<file path="config.mk">
export PLATFORM = sky130hd
export DESIGN_NAME = ps2_cmd_sender
export DESIGN_NICKNAME = d
export VERILOG_FILES = /design/src/rtl/ps2tx_pkg.sv /design/src/rtl/ps2tx_sync.sv /design/src/rtl/ps2tx_hold_timer.sv /design/src/rtl/ps2tx_shifter.sv /design/src/rtl/ps2_cmd_sender.sv
export SDC_FILE = /design/constraint.sdc
export NUM_CORES = 1
export LEC_CHECK = 0
export BUFFER_PORTS_ARGS = -buffer_cell sky130_fd_sc_hd__buf_2
export CORE_MARGIN = 5
export CORE_UTILIZATION = 30
export DETAILED_ROUTE_END_ITERATION = 8
export GPL_TIMING_DRIVEN = 0
export SYNTH_ARGS = -nofsm -noshare
export SYNTH_HDL_FRONTEND = slang
export SYNTH_HIERARCHICAL = 1
export SYNTH_SLANG_ARGS = --single-unit
</file>
<file path="constraint.sdc">
create_clock -name clk -period 2.9 [get_ports clk]
set_clock_uncertainty 0.15 [all_clocks]
set_input_delay 0.725 -clock clk [delete_from_list [all_inputs] [get_ports clk]]
set_output_delay 0.725 -clock clk [all_outputs]
set_load 0.01 [all_outputs]
</file>
<file path="src/rtl/ps2tx_pkg.sv">
// Package: shared types for the PS/2 host command transmitter.
// Assumes: nothing beyond IEEE 1800-2017.
package ps2tx_pkg;

    // Sequencer states of the transmitter
    typedef enum logic [3:0] {
        TX_IDLE,
        TX_INHIBIT,     // clock held low for the request time
        TX_START,       // start bit placed, clock still held
        TX_CLK_SETTLE,  // clock released, wait until seen high
        TX_BIT_LO,      // wait for device clock low, then present bit
        TX_BIT_HI,      // wait for device clock high, then advance
        TX_END_LO,      // wait for the clock fall after parity
        TX_DAT_SETTLE,  // data released, wait until seen high
        TX_ACK_DAT,     // wait for device to pull data low
        TX_ACK_CLK,     // wait for device to pull clock low
        TX_DONE         // one-cycle completion
    } tx_state_e;

endpackage

</file>
<file path="src/rtl/ps2tx_sync.sv">
// Module: ps2tx_sync
// Brings a set of asynchronous open-drain line levels into the clock
// domain through a chain of flops per line.
// Assumes: STAGES >= 2; idle lines read high, so flops reset to 1.
module ps2tx_sync #(
    parameter int LINES  = 2,
    parameter int STAGES = 2
) (
    input  logic             clk,
    input  logic             rst_n,
    input  logic [LINES-1:0] lvl_i,
    output logic [LINES-1:0] lvl_o
);

    for (genvar g = 0; g < LINES; g++) begin : g_line
        logic [STAGES-1:0] chain_q;

        // Shift the raw level through the synchronizer chain
        always_ff @(posedge clk) begin
            if (!rst_n) chain_q <= '1;
            else        chain_q <= {chain_q[STAGES-2:0], lvl_i[g]};
        end

        assign lvl_o[g] = chain_q[STAGES-1];
    end

endmodule

</file>
<file path="src/rtl/ps2tx_hold_timer.sv">
// Module: ps2tx_hold_timer
// Down-counter that times the clock inhibit. A load sets it to
// HOLD_CYCLES-1. Each run cycle decrements it. zero_o marks expiry.
// Assumes: HOLD_CYCLES >= 1.
module ps2tx_hold_timer #(
    parameter int HOLD_CYCLES = 20000
) (
    input  logic clk,
    input  logic rst_n,
    input  logic load_i,
    input  logic run_i,
    output logic zero_o
);

    localparam int TW = (HOLD_CYCLES > 1) ? $clog2(HOLD_CYCLES) : 1;
    localparam logic [TW-1:0] RELOAD = TW'(HOLD_CYCLES - 1);

    logic [TW-1:0] cnt_q;

    // Load on request, count down while running
    always_ff @(posedge clk) begin
        if (!rst_n)                     cnt_q <= '0;
        else if (load_i)                cnt_q <= RELOAD;
        else if (run_i && cnt_q != '0)  cnt_q <= cnt_q - 1'b1;
    end

    assign zero_o = (cnt_q == '0);

endmodule

</file>
<file path="src/rtl/ps2tx_shifter.sv">
// Module: ps2tx_shifter
// Holds the frame to send: the data bits and then the odd parity bit.
// bit_o is the bit to present now. last_o marks that bit_o is the
// parity bit, which is the final bit of the frame.
// Assumes: shift_i is only pulsed after a load.
module ps2tx_shifter #(
    parameter int DATA_BITS = 8
) (
    input  logic                 clk,
    input  logic                 rst_n,
    input  logic                 load_i,
    input  logic [DATA_BITS-1:0] data_i,
    input  logic                 shift_i,
    output logic                 bit_o,
    output logic                 last_o
);

    localparam int FRAME = DATA_BITS + 1;
    localparam int CW    = $clog2(FRAME + 1);

    logic [FRAME-1:0] frame_q;
    logic [CW-1:0]    sent_q;

    // Capture byte plus odd parity, then shift LSB first
    always_ff @(posedge clk) begin
        if (!rst_n) begin
            frame_q <= '0;
            sent_q  <= '0;
        end else if (load_i) begin
            frame_q <= {~^data_i, data_i};
            sent_q  <= '0;
        end else if (shift_i) begin
            frame_q <= {1'b0, frame_q[FRAME-1:1]};
            sent_q  <= sent_q + 1'b1;
        end
    end

    assign bit_o  = frame_q[0];
    assign last_o = (sent_q == CW'(FRAME - 1));

endmodule

</file>
<file path="src/rtl/ps2_cmd_sender.sv">
// Module: ps2_cmd_sender (top)
// Sends one byte from the host to a PS/2 device. The sequence is:
// a timed clock inhibit, the start bit, eight data bits LSB first,
// odd parity, release of the data line, and a wait for the device
// acknowledge. Both lines are open-drain. The outputs are registered
// drive-low enables.
// Assumes: ps2_*_i are the resolved line levels with pull-ups, and
// the device clock phases last longer than SYNC_STAGES+1 cycles.
module ps2_cmd_sender
    import ps2tx_pkg::*;
#(
    parameter int INHIBIT_CYCLES = 20000,
    parameter int DATA_BITS      = 8,
    parameter int SYNC_STAGES    = 2
) (
    input  logic                 clk,
    input  logic                 rst_n,
    input  logic                 start_i,
    input  logic [DATA_BITS-1:0] cmd_i,
    input  logic                 ps2_clk_i,
    input  logic                 ps2_dat_i,
    output logic                 ps2_clk_low_o,
    output logic                 ps2_dat_low_o,
    output logic                 busy_o,
    output logic                 done_o
);

    localparam int LINE_CLK = 0;
    localparam int LINE_DAT = 1;

    tx_state_e state_q, state_n;
    logic      clk_drv_q, clk_drv_n;
    logic      dat_drv_q, dat_drv_n;
    logic      tmr_load, tmr_run, tmr_zero;
    logic      sh_load, sh_shift, sh_bit, sh_last;
    logic [1:0] lines_s;
    logic      clk_s, dat_s;

    ps2tx_sync #(
        .LINES  (2),
        .STAGES (SYNC_STAGES)
    ) u_sync (
        .clk   (clk),
        .rst_n (rst_n),
        .lvl_i ({ps2_dat_i, ps2_clk_i}),
        .lvl_o (lines_s)
    );

    assign clk_s = lines_s[LINE_CLK];
    assign dat_s = lines_s[LINE_DAT];

    ps2tx_hold_timer #(
        .HOLD_CYCLES (INHIBIT_CYCLES)
    ) u_timer (
        .clk    (clk),
        .rst_n  (rst_n),
        .load_i (tmr_load),
        .run_i  (tmr_run),
        .zero_o (tmr_zero)
    );

    ps2tx_shifter #(
        .DATA_BITS (DATA_BITS)
    ) u_shift (
        .clk     (clk),
        .rst_n   (rst_n),
        .load_i  (sh_load),
        .data_i  (cmd_i),
        .shift_i (sh_shift),
        .bit_o   (sh_bit),
        .last_o  (sh_last)
    );

    // Next-state and line-drive decisions of the transfer sequencer
    always_comb begin
        state_n   = state_q;
        clk_drv_n = clk_drv_q;
        dat_drv_n = dat_drv_q;
        tmr_load  = 1'b0;
        tmr_run   = 1'b0;
        sh_load   = 1'b0;
        sh_shift  = 1'b0;
        unique case (state_q)
            TX_IDLE: begin
                if (start_i) begin
                    state_n   = TX_INHIBIT;
                    clk_drv_n = 1'b1;
                    tmr_load  = 1'b1;
                    sh_load   = 1'b1;
                end
            end
            TX_INHIBIT: begin
                if (tmr_zero) begin
                    state_n   = TX_START;
                    dat_drv_n = 1'b1;
                end else begin
                    tmr_run = 1'b1;
                end
            end
            TX_START: begin
                clk_drv_n = 1'b0;
                state_n   = TX_CLK_SETTLE;
            end
            TX_CLK_SETTLE: begin
                if (clk_s) state_n = TX_BIT_LO;
            end
            TX_BIT_LO: begin
                if (!clk_s) begin
                    dat_drv_n = ~sh_bit;
                    state_n   = TX_BIT_HI;
                end
            end
            TX_BIT_HI: begin
                if (clk_s) begin
                    sh_shift = 1'b1;
                    state_n  = sh_last ? TX_END_LO : TX_BIT_LO;
                end
            end
            TX_END_LO: begin
                if (!clk_s) begin
                    dat_drv_n = 1'b0;
                    state_n   = TX_DAT_SETTLE;
                end
            end
            TX_DAT_SETTLE: begin
                if (dat_s) state_n = TX_ACK_DAT;
            end
            TX_ACK_DAT: begin
                if (!dat_s) state_n = TX_ACK_CLK;
            end
            TX_ACK_CLK: begin
                if (!clk_s) state_n = TX_DONE;
            end
            TX_DONE: begin
                state_n = TX_IDLE;
            end
            default: begin
                state_n   = TX_IDLE;
                clk_drv_n = 1'b0;
                dat_drv_n = 1'b0;
            end
        endcase
    end

    // State and registered drive enables
    always_ff @(posedge clk) begin
        if (!rst_n) begin
            state_q   <= TX_IDLE;
            clk_drv_q <= 1'b0;
            dat_drv_q <= 1'b0;
        end else begin
            state_q   <= state_n;
            clk_drv_q <= clk_drv_n;
            dat_drv_q <= dat_drv_n;
        end
    end

    assign ps2_clk_low_o = clk_drv_q;
    assign ps2_dat_low_o = dat_drv_q;
    assign busy_o        = (state_q != TX_IDLE);
    assign done_o        = (state_q == TX_DONE);

endmodule

</file>
Yosys cells after proc, flatten, opt, wreduce, memory -nomap -nowiden
Index checks and enable logic that the tools add are counted.
W data, S select, Z words.
- register bits: 38
- word-level logic and storage cells: 76
- $add $sub $neg: 2
- equality and inequality tests: 20
- muxes and demuxes: 27
- bitwise operators: 4
- reductions and logical operators: 14
- operators by type and width (cell ; count):
    $pmux W4 S10 ; 1
    $mux W4 ; 9
    $mux W15 ; 2
    $mux W9 ; 2
    $eq A4 B3 Y1 const B ; 4
    $eq A4 B4 Y1 const B ; 4
    $logic_not A15 Y1 ; 1
    $reduce_bool A15 Y1 ; 1
    $sub A15 B1 Y15 const B ; 1
    $ne A2 B2 Y1 const B ; 6
    $mux W1 ; 10
    $reduce_and A9 Y1 ; 1
    $reduce_or A9 Y1 ; 1
    $eq A4 B2 Y1 const B ; 2
    $reduce_or A8 Y1 ; 1
    $reduce_xnor A8 Y1 ; 1
    $ne A2 B1 Y1 const B ; 3
    $add A4 B1 Y4 const B ; 1
    $eq A4 B1 Y1 const B ; 1
    $logic_not A4 Y1 ; 1
    $not A1 Y1 ; 4
    $pmux W1 S4 ; 1
    $reduce_and A4 Y1 ; 1
    $reduce_bool A2 Y1 ; 2
    6 further kinds ; 6

Longest topological paths before layout
Gate-level depths: netlist (run 1).
- depth in word-level cells: 6
- gate-level depth with buffers: 9
- depth with buffers taken out: 9

Modules after synthesis
The synthesis (run 1) kept the hierarchy.
- modules (own cells, without submodules) (module ; instances ; cells each ; area each (um^2) ; seq. area each (um^2)):
    ps2tx_hold_timer ; 1 ; 88 ; 800.8 ; 300.3
    ps2tx_shifter ; 1 ; 76 ; 681.9 ; 260.2
    ps2_cmd_sender ; 1 ; 66 ; 559.3 ; 120.1
    ps2tx_sync ; 1 ; 10 ; 120.1 ; 80.1

Least setup slack after synthesis (run 1)
Ideal clock, no wire load.
- path kind: flip-flop to flip-flop
- from: reg u_timer.cnt_q[0]
- to: reg u_timer.cnt_q[12]
- arrival: 2.679 ns
- slack: 0.001 ns
- cell stages (with the launch flop): 10
- cells stage by stage: dfxtp_1 > inv_1 > ha_1 > or3b_1 > nor4_1 > nor4bb_1 > nor3b_1 > o2111ai_1 > or4_1 > a21oi_1
- longest elaborated chain between the ends: 4
- ends and longest elaborated chain (item ; RTL line ; RTL):
    start: declaration ; ps2tx_hold_timer.sv:18 ; logic [TW-1:0] cnt_q;
    start signal: assignment ; ps2tx_hold_timer.sv:24 ; else if (run_i && cnt_q != '0) cnt_q <= cnt_q - 1'b1;
    $logic_not A15 Y1 ; ps2tx_hold_timer.sv:27 ; assign zero_o = (cnt_q == '0);
    named net tmr_zero ; ps2_cmd_sender.sv:34 ; logic tmr_load, tmr_run, tmr_zero;
    $mux W1 ; ps2_cmd_sender.sv:93 ; if (tmr_zero) begin
    $mux W1 ; ps2_cmd_sender.sv:83 ; unique case (state_q)
    named net tmr_run ; ps2_cmd_sender.sv:34 ;
    $logic_and A1 B1 Y1 ; ps2tx_hold_timer.sv:24 ;
The timed path passes the listed nets, and every way through them passes these cells.
A chain may end at the register's enable or synchronous reset.

Final worst setup path (run 1)
Same ends and word-level chain as after synthesis.

==> impl_metrics.csv, run 1 <==
group,metric,value,unit
run_status,outcome,"completed",
clock_network,clkLatencyLatePin,0.29,ns
layout,nNetsFinal,280,
power,power.total,1.92,mW
synth,synthXorXnorAreaFrac,5.27,%
layout,fill_cells,765,
grt,grt_pass1_wl,7690,µm
power,p_leak,0.922,nW
setup_path,critPathLaunchType,"flop",
die,die_w,94.9,µm
layout,drive_gt1_share,19.7,%
route,wl_per_cell,12.2,µm
clock_network,clock_path_buffers,2,
layout,diodes,0,
clock_network,clock-sinks,38,
timing,worst_pin_slew,0.676,ns
route,drt-total-wl,4420,µm
setup_path,path_buf_inv,1,
synth,synth_top_family_by_area,"simple AND/OR/NAND/NOR gates",
setup_path,cp.depth,9,
synth,synth-seq-area-share,35.2,%
clock_network,hold_buffers,0,
place,place.gp.congestion,0.753,
synth,ys_seq_elements,38,
route,dr.pass1.iters,4,
setup_path,critPathKind,"reg2reg",
timing,fin_crit_sh,93.7,%
synth,synth_edf_count,0,
setup_path,path_max_fanout,5,
job,drv_cap,0,
layout,area_delta_synth_final,14.9,%
layout,finish.instance_area,2480,µm²
clock_network,cts_max_level,2,
timing,period_needed,2.72,ns
place,io_buffers,16,
grt,grt.total_usage,10.6,%
timing,hold_violations,0,
setup_path,required,2.97,ns
route,drtAntennaViolNets,0,
setup_path,worst_path_max_delay_cell,"or4_1",
clock_network,cts_buffers,5,
timing,rsz0062_at_grt,"yes",
grt,grt_max_degree,26,
synth,synth-simple-area-share,24.8,%
route,num_vias,1766,
layout,final-seq-area,761,µm²
setup_path,worst-endpoint-arrival,2.78,ns
hold_path,min_path_type,"reg2reg",
setup_path,cp_cell_sequence,"inv_1 > ha_1 > or3b_4 > nor4_2 > nor4bb_2 > nor3b_4 > o2111ai_2 > or4_1 > a21oi_1",
die,die_h,94.9,µm
synth,synth_nets,256,
layout,multi_input_area,1280,µm²
hold_path,hold-path-cell-count,1,
die,start_util,30.3,%
setup_path,critPathTopFamily,"simple AND/OR/NAND/NOR gates",
grt,antenna_found_initial,0,
clock_network,clkSlewWorstSetupHoldPaths,0.07,ns
timing,timing.hold.ws,0.264,ns
clock_network,cts-root-buf,"clkbuf_8",
synth,synth_adder_area_share,1.74,%
grt,grt_pass1_vias,1724,
die,pin_count,17,
clock_network,cts_tree,"yes",
synth,netlist_area,2160,µm²
setup_path,endpoint_kind,"flop",
die,die-area,9010,µm²
route,drc,0,
setup_path,max_stage_delay,0.44,ns
timing,slew_viol_final,0,
route,drtIter0Drc,59,
die,rows,31,
grt,overflow,0,
synth,synth_cells,240,
power,power_per_cell_area,771,nW/µm²
timing,max-slew-margin-rel,54.5,%
die,core_area,7140,µm²
synth,yosysUniqueCellTypes,56,
synth,synthArstFlopShare,0,%
synth,avgSynthCellArea,9.01,µm²
place,placed_cell_area,2370,µm²
timing,setup_viol,0,
synth,synth_compound_area_share,18.6,%
synth,ys_warn_count,6,
power,ir_worst_vdd,345,µV
setup_path,r2r_cells,9,
synth,synthMuxAreaShare,7.52,%
route,via_per_inst,4.87,
timing,max_clock_freq,0.368,GHz
place,place.detailed.hpwl,3180,µm
synth,synth_ff_type,"dfxtp_1",
-- metrics by stage --
stage / cells / worst slack (ns) / utilization [%] / setup TNS [ns]
floorplan: 240 / 0.000560 / - / 0
global placement: 355 / -0.517 / 33.2 / -3.09
detailed placement: 355 / -0.552 / 33.2 / -3.39
CTS: 363 / 0.0325 / 34.5 / 0
global route: 363 / -0.0463 / 34.8 / -0.117
finish: 363 / 0.182 / 34.8 / 0
-- sequential cells by signal, summed over array words and instances, names as in the netlist --
register               flops
u_timer/cnt_q             15
u_shift/frame_q            9
state_q                    4
u_shift/sent_q             4
u_sync/g_line.chain_q      4
ps2_clk_low_o              1
ps2_dat_low_o              1
-- cells by family after synthesis --
family,Yosys count
and+or+nand+nor,92
AOI/OAI and AO/OA,53
DFF,38
buffers and inverters,25
muxes,16
xor gates and xnor gates,13
adders and majority gates,3
-- worst reg2reg max path, stage by stage, from the launching register on --
cell and delay, ns:
dfxtp_1 0.35, inv_1 0.07, ha_1 0.23, or3b_4 0.29
nor4_2 0.08, nor4bb_2 0.37, nor3b_4 0.32, o2111ai_2 0.21
or4_1 0.44, a21oi_1 0.14
-- cell type report --
cell class              count  share of cell area [%]
multi-input cells         177                    51.7
flip-flops and latches     38                    30.6
well taps                  99                    4.98
plain buffers              13                    4.18
repair buffers             17                    3.52
clock buffers               5                    2.77
inverters                  12                    1.81
clock inverters             2                   0.403
-- report_power, final --
part | switching (mW) | internal [mW]
combinational | 0.463 | 0.389
clock | 0.182 | 0.161
sequential | 0.0952 | 0.625
total | 0.740 | 1.18
-- Yosys cell counts, types with 3 or more instances --
master	number	area (µm²)
dfxtp_1	38	761
a31oi_1	4	25.0
xnor2_1	9	78.8
nor3b_1	3	22.5
xor2_1	4	35.0
nor3_1	4	20.0
mux2i_1	14	140
buf_6	4	45.0
o21a_1	3	22.5
buf_2	5	25.0
o21ai_0	14	70.1
ha_1	3	37.5
nand2b_1	6	37.5
or3_1	6	37.5
inv_1	11	41.3
nor4_1	6	37.5
o31ai_1	4	30.0
a21oi_1	10	50.1
nor2_1	13	48.8
and2_1	10	62.6
or4_1	8	60.1
nand2_1	20	75.1
-- cell usage in the layout, fill, tap and decap left out, drive strengths merged, types with 9 or more instances in the layout --
master and instances:
mux2i 14, inv 12, xnor2 9, nor2 13
dfxtp 38, a21oi 10, buf 29, o21ai 15
and2 10, nand2 20, or4 9
-- layer usage --
| layer | wire [µm] | global-route usage [%] | vias up |
|---|---|---|---|
| li1 | - | - | 919 |
| met1 | 2100 | 12.9 | 831 |
| met2 | 2180 | 18.4 | 12 |
| met3 | 102 | 2.71 | 4 |
| met4 | 36 | 2.88 | 0 |
| met5 | 0 | 0 | - |
-- what timing repair did --
item / in CTS / in global routing
setup endpoints to repair: 12 / 8
buffers inserted: 1 / 0
hold endpoints to repair: 0 / 0
gates resized for setup: 2 / 4
pin swaps: 1 / 1
-- worst paths after layout --
| kind | from | end | slack (ns) |
|---|---|---|---|
| setup / recovery | u_timer/cnt_q[0] | u_timer/cnt_q[12] | 0.18 |
| hold reg to reg | u_sync/g_line[1].chain_q[0] | u_sync/g_line[1].chain_q[1] | 0.26 |
| hold / removal | u_sync/g_line[1].chain_q[0] | u_sync/g_line[1].chain_q[1] | 0.26 |
| setup reg to reg | u_timer/cnt_q[0] | u_timer/cnt_q[12] | 0.18 |
No activity file was read; power rests on OpenSTA's default activity.
==> run 2: changes to the inputs <==
--- a/config.mk
+++ b/config.mk
@@ -5,9 +5,10 @@
 export SDC_FILE = /design/constraint.sdc
 export NUM_CORES = 1
 export LEC_CHECK = 0
+export ABC_AREA = 1
 export BUFFER_PORTS_ARGS = -buffer_cell sky130_fd_sc_hd__buf_2
 export CORE_MARGIN = 5
-export CORE_UTILIZATION = 30
+export CORE_UTILIZATION = 40
 export DETAILED_ROUTE_END_ITERATION = 8
 export GPL_TIMING_DRIVEN = 0
 export SYNTH_ARGS = -nofsm -noshare
==> impl_metrics.csv, run 2 <==
group,metric,value,unit
run_status,outcome,"completed",
timing,max_clock_freq,0.403,GHz
clock_network,clkLatencyLatePin,0.30,ns
setup_path,ff2ff_setup_slack,0.42,ns
power,p_sw,1.36,mW
synth,synth_edf_count,0,
layout,nNetsFinal,403,
setup_path,endpoint_kind,"flop",
power,switching_share,45.2,%
timing,worst_pin_slew,0.761,ns
die,die-area,7620,µm²
layout,diodes,0,
layout,drive_gt1_share,16.5,%
power,seqPwrFrac,27.2,%
power,intPower,1.65,mW
timing,setup_viol,0,
setup_path,path_max_fanout,10,
synth,ys_seq_elements,38,
layout,largest_reg_flops,15,
place,io_buffers,14,
clock_network,cts.repair.resized,0,
setup_path,critPathLaunchType,"flop",
place,place.gp.congestion,0.883,
synth,yosysMostFrequentCell,"nand2_1",
die,core_area,5850,µm²
layout,reg_top3,"u_timer/cnt_q (15), u_shift/frame_q (9)",
clock_network,clock_path_buffers,2,
grt,antenna_found_initial,0,
route,drtAntennaViolNets,0,
synth,synth_nets,382,
power,power.total,3.01,mW
synth,synth-seq-area-share,31.8,%
route,via_per_inst,4.78,
grt,overflow,0,
job,drv_cap,0,
clock_network,post-cts-setup-buffers,0,
route,drtIter0Drc,153,
clock_network,clock-sinks,38,
setup_path,required,2.93,ns
grt,grt.total_usage,14.6,%
synth,synth_cells,366,
synth,yosys-top-cells-area,"dfxtp_1 32%, nand2_1 14%, inv_1 8.0%",
layout,layout_common_cells,"88 x nand2_1, 51 x inv_1, 47 x nor2_1",
power,power_per_cell_area,1120,nW/µm²
timing,period_needed,2.48,ns
clock_network,cts-root-buf,"clkbuf_8",
layout,fill_cells,634,
synth,ys_warn_count,6,
route,drc,0,
clock_network,hold_buffers,0,
layout,area_delta_synth_final,12.8,%
synth,yosysUniqueCellTypes,33,
setup_path,critPathKind,"reg2reg",
synth,synthArstFlopShare,0,%
clock_network,clkSlewWorstSetupHoldPaths,0.08,ns
synth,synth_ff_type,"dfxtp_1",
route,dr.pass1.iters,4,
synth,synth_top_cell_by_area,"dfxtp_1",
grt,grt_pass1_wl,8940,µm
timing,setup_tns,0,ns
clock_network,cts_max_level,2,
timing,rsz0062_at_grt,"no",
timing,max-slew-margin-rel,49.1,%
power,ir_worst_vdd,469,µV
power,p_leak,1.35,nW
synth,avgSynthCellArea,6.53,µm²
power,combPwrFrac,54.2,%
timing,hold_violations,0,
die,rows,28,
timing,timing.hold.ws,0.255,ns
synth,synth_top_area_share,31.8,%
clock_network,cts_tree,"yes",
place,place.detailed.hpwl,3830,µm
setup_path,worst-endpoint-arrival,2.51,ns
hold_path,min_path_type,"reg2reg",
route,wl_per_cell,11.0,µm
grt,grt_max_degree,16,
route,drt-total-wl,5080,µm
timing,fin_crit_sh,85.7,%
layout,final_common_cell,"nand2_1",
grt,grt_pass1_vias,1985,
layout,largest_register,"u_timer/cnt_q",
die,die_h,87.3,µm
route,num_vias,2212,
die,pin_count,17,
synth,synth_common_cells,"88 x nand2_1, 51 x inv_1, 47 x nor2_1",
clock_network,cts_buffers,5,
synth,netlist_area,2390,µm²
power,power.clock.fraction,18.6,%
die,die_w,87.3,µm
timing,slew_viol_final,0,
die,start_util,40.8,%
==> run 2: changes by cell type after synthesis, sizes merged, moves of 9 or more <==
| cell | previous run | this run |
|---|---|---|
| nand2 | 20 | 100 |
| inv | 12 | 57 |
| nor2 | 13 | 57 |
| nand3 | 0 | 28 |
| mux2i | 14 | 0 |
| and2 | 10 | 1 |
| or4 | 9 | 0 |
==> run 2: through the flow <==
stage | setup WS, ns | std cells | instance area [µm²] | util [%]
4_1_cts | 0.418 | 463 | 2700 | 46.1
3_3_place_gp | 0.353 | 455 | 2550 | 43.6
6_report | 0.416 | 463 | 2700 | 46.1
5_1_grt | 0.176 | 463 | 2700 | 46.1
3_5_place_dp | 0.337 | 455 | 2550 | 43.6
2_1_floorplan | 0.929 | 366 | 2390 | -
==> run 2: critical path, stage by stage (launching register included) <==
cell	delay [ns]
dfxtp_1	0.38
nor2_1	0.29
nand2_1	0.12
nor2_1	0.60
inv_1	0.17
clkbuf_1	0.27
nand2_1	0.30
a21oi_1	0.07
==> run 2: logic make-up after synthesis <==
kind of cell,Yosys count,synth area share [%]
AOI/OAI and AO/OA,47,12.0
xor gates and xnor gates,15,5.50
adders and majority gates,3,1.57
buffers and inverters,66,11.9
DFF,38,31.8
and+or+nand+nor,197,37.2
==> run 2: power by group through the flow <==
stage	registers (mW)	logic, mW	clock network (mW)
CTS	0.817	1.64	0.576
global placement	0.826	1.61	0
finish	0.819	1.63	0.560
global route	0.840	1.87	0.595
floorplan	0.796	1.34	0
detailed placement	0.829	1.63	0
==> run 2: layout make-up <==
cell class | instances | area [µm²] | area share (%)
multi-input combinational | 262 | 1340 | 49.8
clock inverter | 2 | 60.1 | 2.23
sequential | 38 | 761 | 28.2
timing repair buffer | 14 | 70.1 | 2.60
tap | 75 | 93.8 | 3.48
buffer | 9 | 71.3 | 2.65
inverter | 57 | 214 | 7.94
clock buffer | 6 | 82.6 | 3.06
==> run 2: worst paths after layout <==
path / from / endpoint / cells past startpoint
max: state_q[2] / u_timer/cnt_q[12] / 7
max reg2reg: state_q[2] / u_timer/cnt_q[12] / 7
min: u_sync/g_line[1].chain_q[0] / u_sync/g_line[1].chain_q[1] / 2
min reg2reg: u_sync/g_line[1].chain_q[0] / u_sync/g_line[1].chain_q[1] / 2
==> run 2: per-layer routing <==
| layer | GRT usage, % | share of wire (%) | vias to the layer above |
|---|---|---|---|
| li1 | - | - | 1196 |
| met1 | 20.5 | 51 | 982 |
| met2 | 22.1 | 44 | 28 |
| met3 | 3.12 | 3.0 | 6 |
| met4 | 5.02 | 1.3 | 0 |
| met5 | 0 | 0 | - |
==> run 3: changes to the inputs <==
--- a/config.mk
+++ b/config.mk
@@ -13,5 +13,4 @@
 export GPL_TIMING_DRIVEN = 0
 export SYNTH_ARGS = -nofsm -noshare
 export SYNTH_HDL_FRONTEND = slang
-export SYNTH_HIERARCHICAL = 1
 export SYNTH_SLANG_ARGS = --single-unit
==> impl_metrics.csv, run 3 <==
group,metric,value,unit
die,die_h,84.8,µm
timing,slew_viol_final,0,
timing,hold_violations,0,
place,place.gp.congestion,0.870,
layout,diodes,0,
setup_path,required,2.03,ns
synth,synth_nets,343,
timing,period_needed,2.10,ns
grt,met3_usage,2.43,%
clock_network,post-cts-setup-buffers,0,
place,place_inst,415,
place,placed_cell_area,2410,µm²
synth,synth_ff_type,"dfxtp_1",
setup_path,path_max_fanout,6,
place,io_buffers,16,
route,drc,0,
run_status,outcome,"completed",
layout,largest_reg_flops,15,
clock_network,clock-sinks,38,
grt,use_met2,25.5,%
grt,antenna_found_initial,0,
grt,grt_pass1_wl,8940,µm
place,place.detailed.hpwl,3750,µm
timing,fin_crit_sh,72.6,%
synth,synth_top_cell_by_area,"dfxtp_1",
synth,ys_warn_count,0,
setup_path,ff2ff_setup_slack,0.99,ns
clock_network,cts_max_level,2,
timing,rsz0062_at_grt,"no",
timing,max_clock_freq,0.475,GHz
die,die_w,84.8,µm
synth,avgSynthCellArea,6.85,µm²
clock_network,clkSlewWorstSetupHoldPaths,0.08,ns
layout,area_delta_synth_final,11.8,%
setup_path,r2r_cells,10,
synth,yosys-top-cells-area,"dfxtp_1 34%, nand2_1 14%, nand3_1 6.5%",
synth,synth-seq-area-share,34.0,%
setup_path,rr_endpoint,"state_q[1]",
synth,synthArstFlopShare,0,%
timing,worst_pin_slew,0.560,ns
synth,synth_top_area_share,34.0,%
setup_path,critPathKind,"reg2out",
grt,busiest_layer,"met2",
route,drtIter0Drc,154,
setup_path,endpoint_kind,"output pin",
timing,setup_tns,0,ns
setup_path,worst-endpoint-arrival,1.23,ns
job,drv_cap,0,
synth,netlist_area,2240,µm²
route,dr.pass1.iters,4,
synth,synth_cells,327,
layout,nNetsFinal,366,
synth,ys_seq_elements,38,
power,power_per_cell_area,1140,nW/µm²
layout,finish.instance_area,2500,µm²
grt,overflow,0,
setup_path,critPathLaunchType,"flop",
route,num_vias,2067,
clock_network,cts.repair.resized,0,
hold_path,hold-path-cell-count,1,
synth,yosysUniqueCellTypes,32,
die,start_util,40.9,%
route,drt-total-wl,4910,µm
route,wl_per_cell,11.6,µm
grt,grt.total_usage,15.2,%
clock_network,cts_tree,"yes",
clock_network,clock_path_buffers,2,
layout,fill_cells,605,
route,via_per_inst,4.89,
timing,max-slew-margin-rel,62.7,%
layout,layout_common_cells,"82 x nand2_1, 38 x dfxtp_1, 32 x nor2_1",
die,rows,27,
die,core_area,5470,µm²
hold_path,min_path_type,"reg2reg",
synth,yosysMostFrequentCell,"nand2_1",
power,p_leak,1.14,nW
timing,setup_viol,0,
hold_path,min_to,"u_sync.g_line[1].chain_q[1]",
synth,synth_common_cells,"82 x nand2_1, 38 x dfxtp_1, 32 x nor2_1",
grt,met1_usage,19.0,%
synth,synth_edf_count,0,
route,drtAntennaViolNets,0,
clock_network,cts_buffers,5,
grt,grt_pass1_vias,2022,
layout,reg_top3,"u_timer.cnt_q (15), u_shift.frame_q (9)",
clock_network,hold_buffers,0,
die,die-area,7200,µm²
timing,timing.hold.ws,0.273,ns
layout,instances_no_fill,423,
grt,grt_max_degree,13,
power,ir_worst_vdd,455,µV
die,pin_count,17,
layout,drive_gt1_share,17.9,%
clock_network,cts-root-buf,"clkbuf_8",
layout,final_common_cell,"nand2_1",
hold_path,min_from,"u_sync.g_line[1].chain_q[0]",
clock_network,clkLatencyLatePin,0.30,ns
layout,largest_register,"u_timer.cnt_q",
setup_path,reg2reg_from,"u_timer.cnt_q[0]",
[run 3: changes by cell type in the layout (fill, tap and decap cells not counted), moves of 6 or more]
cell,previous run,this run
inv_1,51,30
o21ai_0,13,24
nor2_1,47,32
nand2_2,9,1
a21oi_1,12,23
nand2_1,88,82
[run 3: worst max-delay path, stage by stage (launching register included)]
cell and delay [ns]:
dfxtp_1 0.50, nand2_1 0.11, nor2_1 0.16, buf_2 0.16
[run 3: worst max-delay path by stage]
| stage | startpoint | endpoint | slack, ns | cells after the start |
|---|---|---|---|---|
| finish | state_q[1] | done_o | 0.80 | 3 |
| floorplan | u_timer.cnt_q[0] | ps2_dat_low_o | 1.25 | 10 |
| global placement | start_i | u_shift.sent_q[0] | 0.96 | 6 |
| global route | state_q[1] | done_o | 0.72 | 3 |
| CTS | state_q[1] | done_o | 0.78 | 3 |
| detailed placement | start_i | u_shift.sent_q[0] | 0.95 | 6 |
[run 3: through the flow]
stage               setup WS, ns  utilization [%]  power [mW]
floorplan                   1.25                -        2.16
global placement           0.960             44.0        2.46
detailed placement         0.954             44.0        2.48
CTS                        0.780             45.8        2.88
global route               0.722             45.8        3.16
finish                     0.796             45.8        2.85
[run 3: layout make-up]
cell class	count	area, µm²	area share (%)
Timing Repair Buffer	16	80.1	3.20
Buffer	7	46.3	1.85
Multi-Input combinational cell	245	1290	51.4
Clock buffer	6	82.6	3.30
Inverter	37	144	5.74
Tap cell	72	90.1	3.60
Clock inverter	2	12.5	0.500
Sequential cell	38	761	30.4
[run 3: kinds of logic (layout without fill, tap and decap cells)]
kind of cell / count (synthesis) / count (layout) / synth area share, %
AO/OA/AOI/OAI: 56 / 56 / 14.1
XOR/XNOR: 13 / 13 / 5.08
adder cells (fa/ha/maj): 3 / 3 / 1.68
buffers and inverters: 44 / 68 / 8.49
flip-flops: 38 / 38 / 34.0
AND/OR/NAND/NOR: 173 / 173 / 36.6
[run 3: where the power goes]
part | leakage (nW) | total, mW | switching [mW] | internal (mW)
combinational | 0.783 | 1.63 | 1.03 | 0.594
sequential | 0.312 | 0.835 | 0.156 | 0.679
clock | 0.0472 | 0.387 | 0.196 | 0.191
total | 1.14 | 2.85 | 1.39 | 1.46
[run 3: metal layers]
metal  wire length (µm)  share of wire [%]
met1               2370                 48
met2               2280                 46
met3                164                3.3
met4                 97                2.0
met5                  0                  0
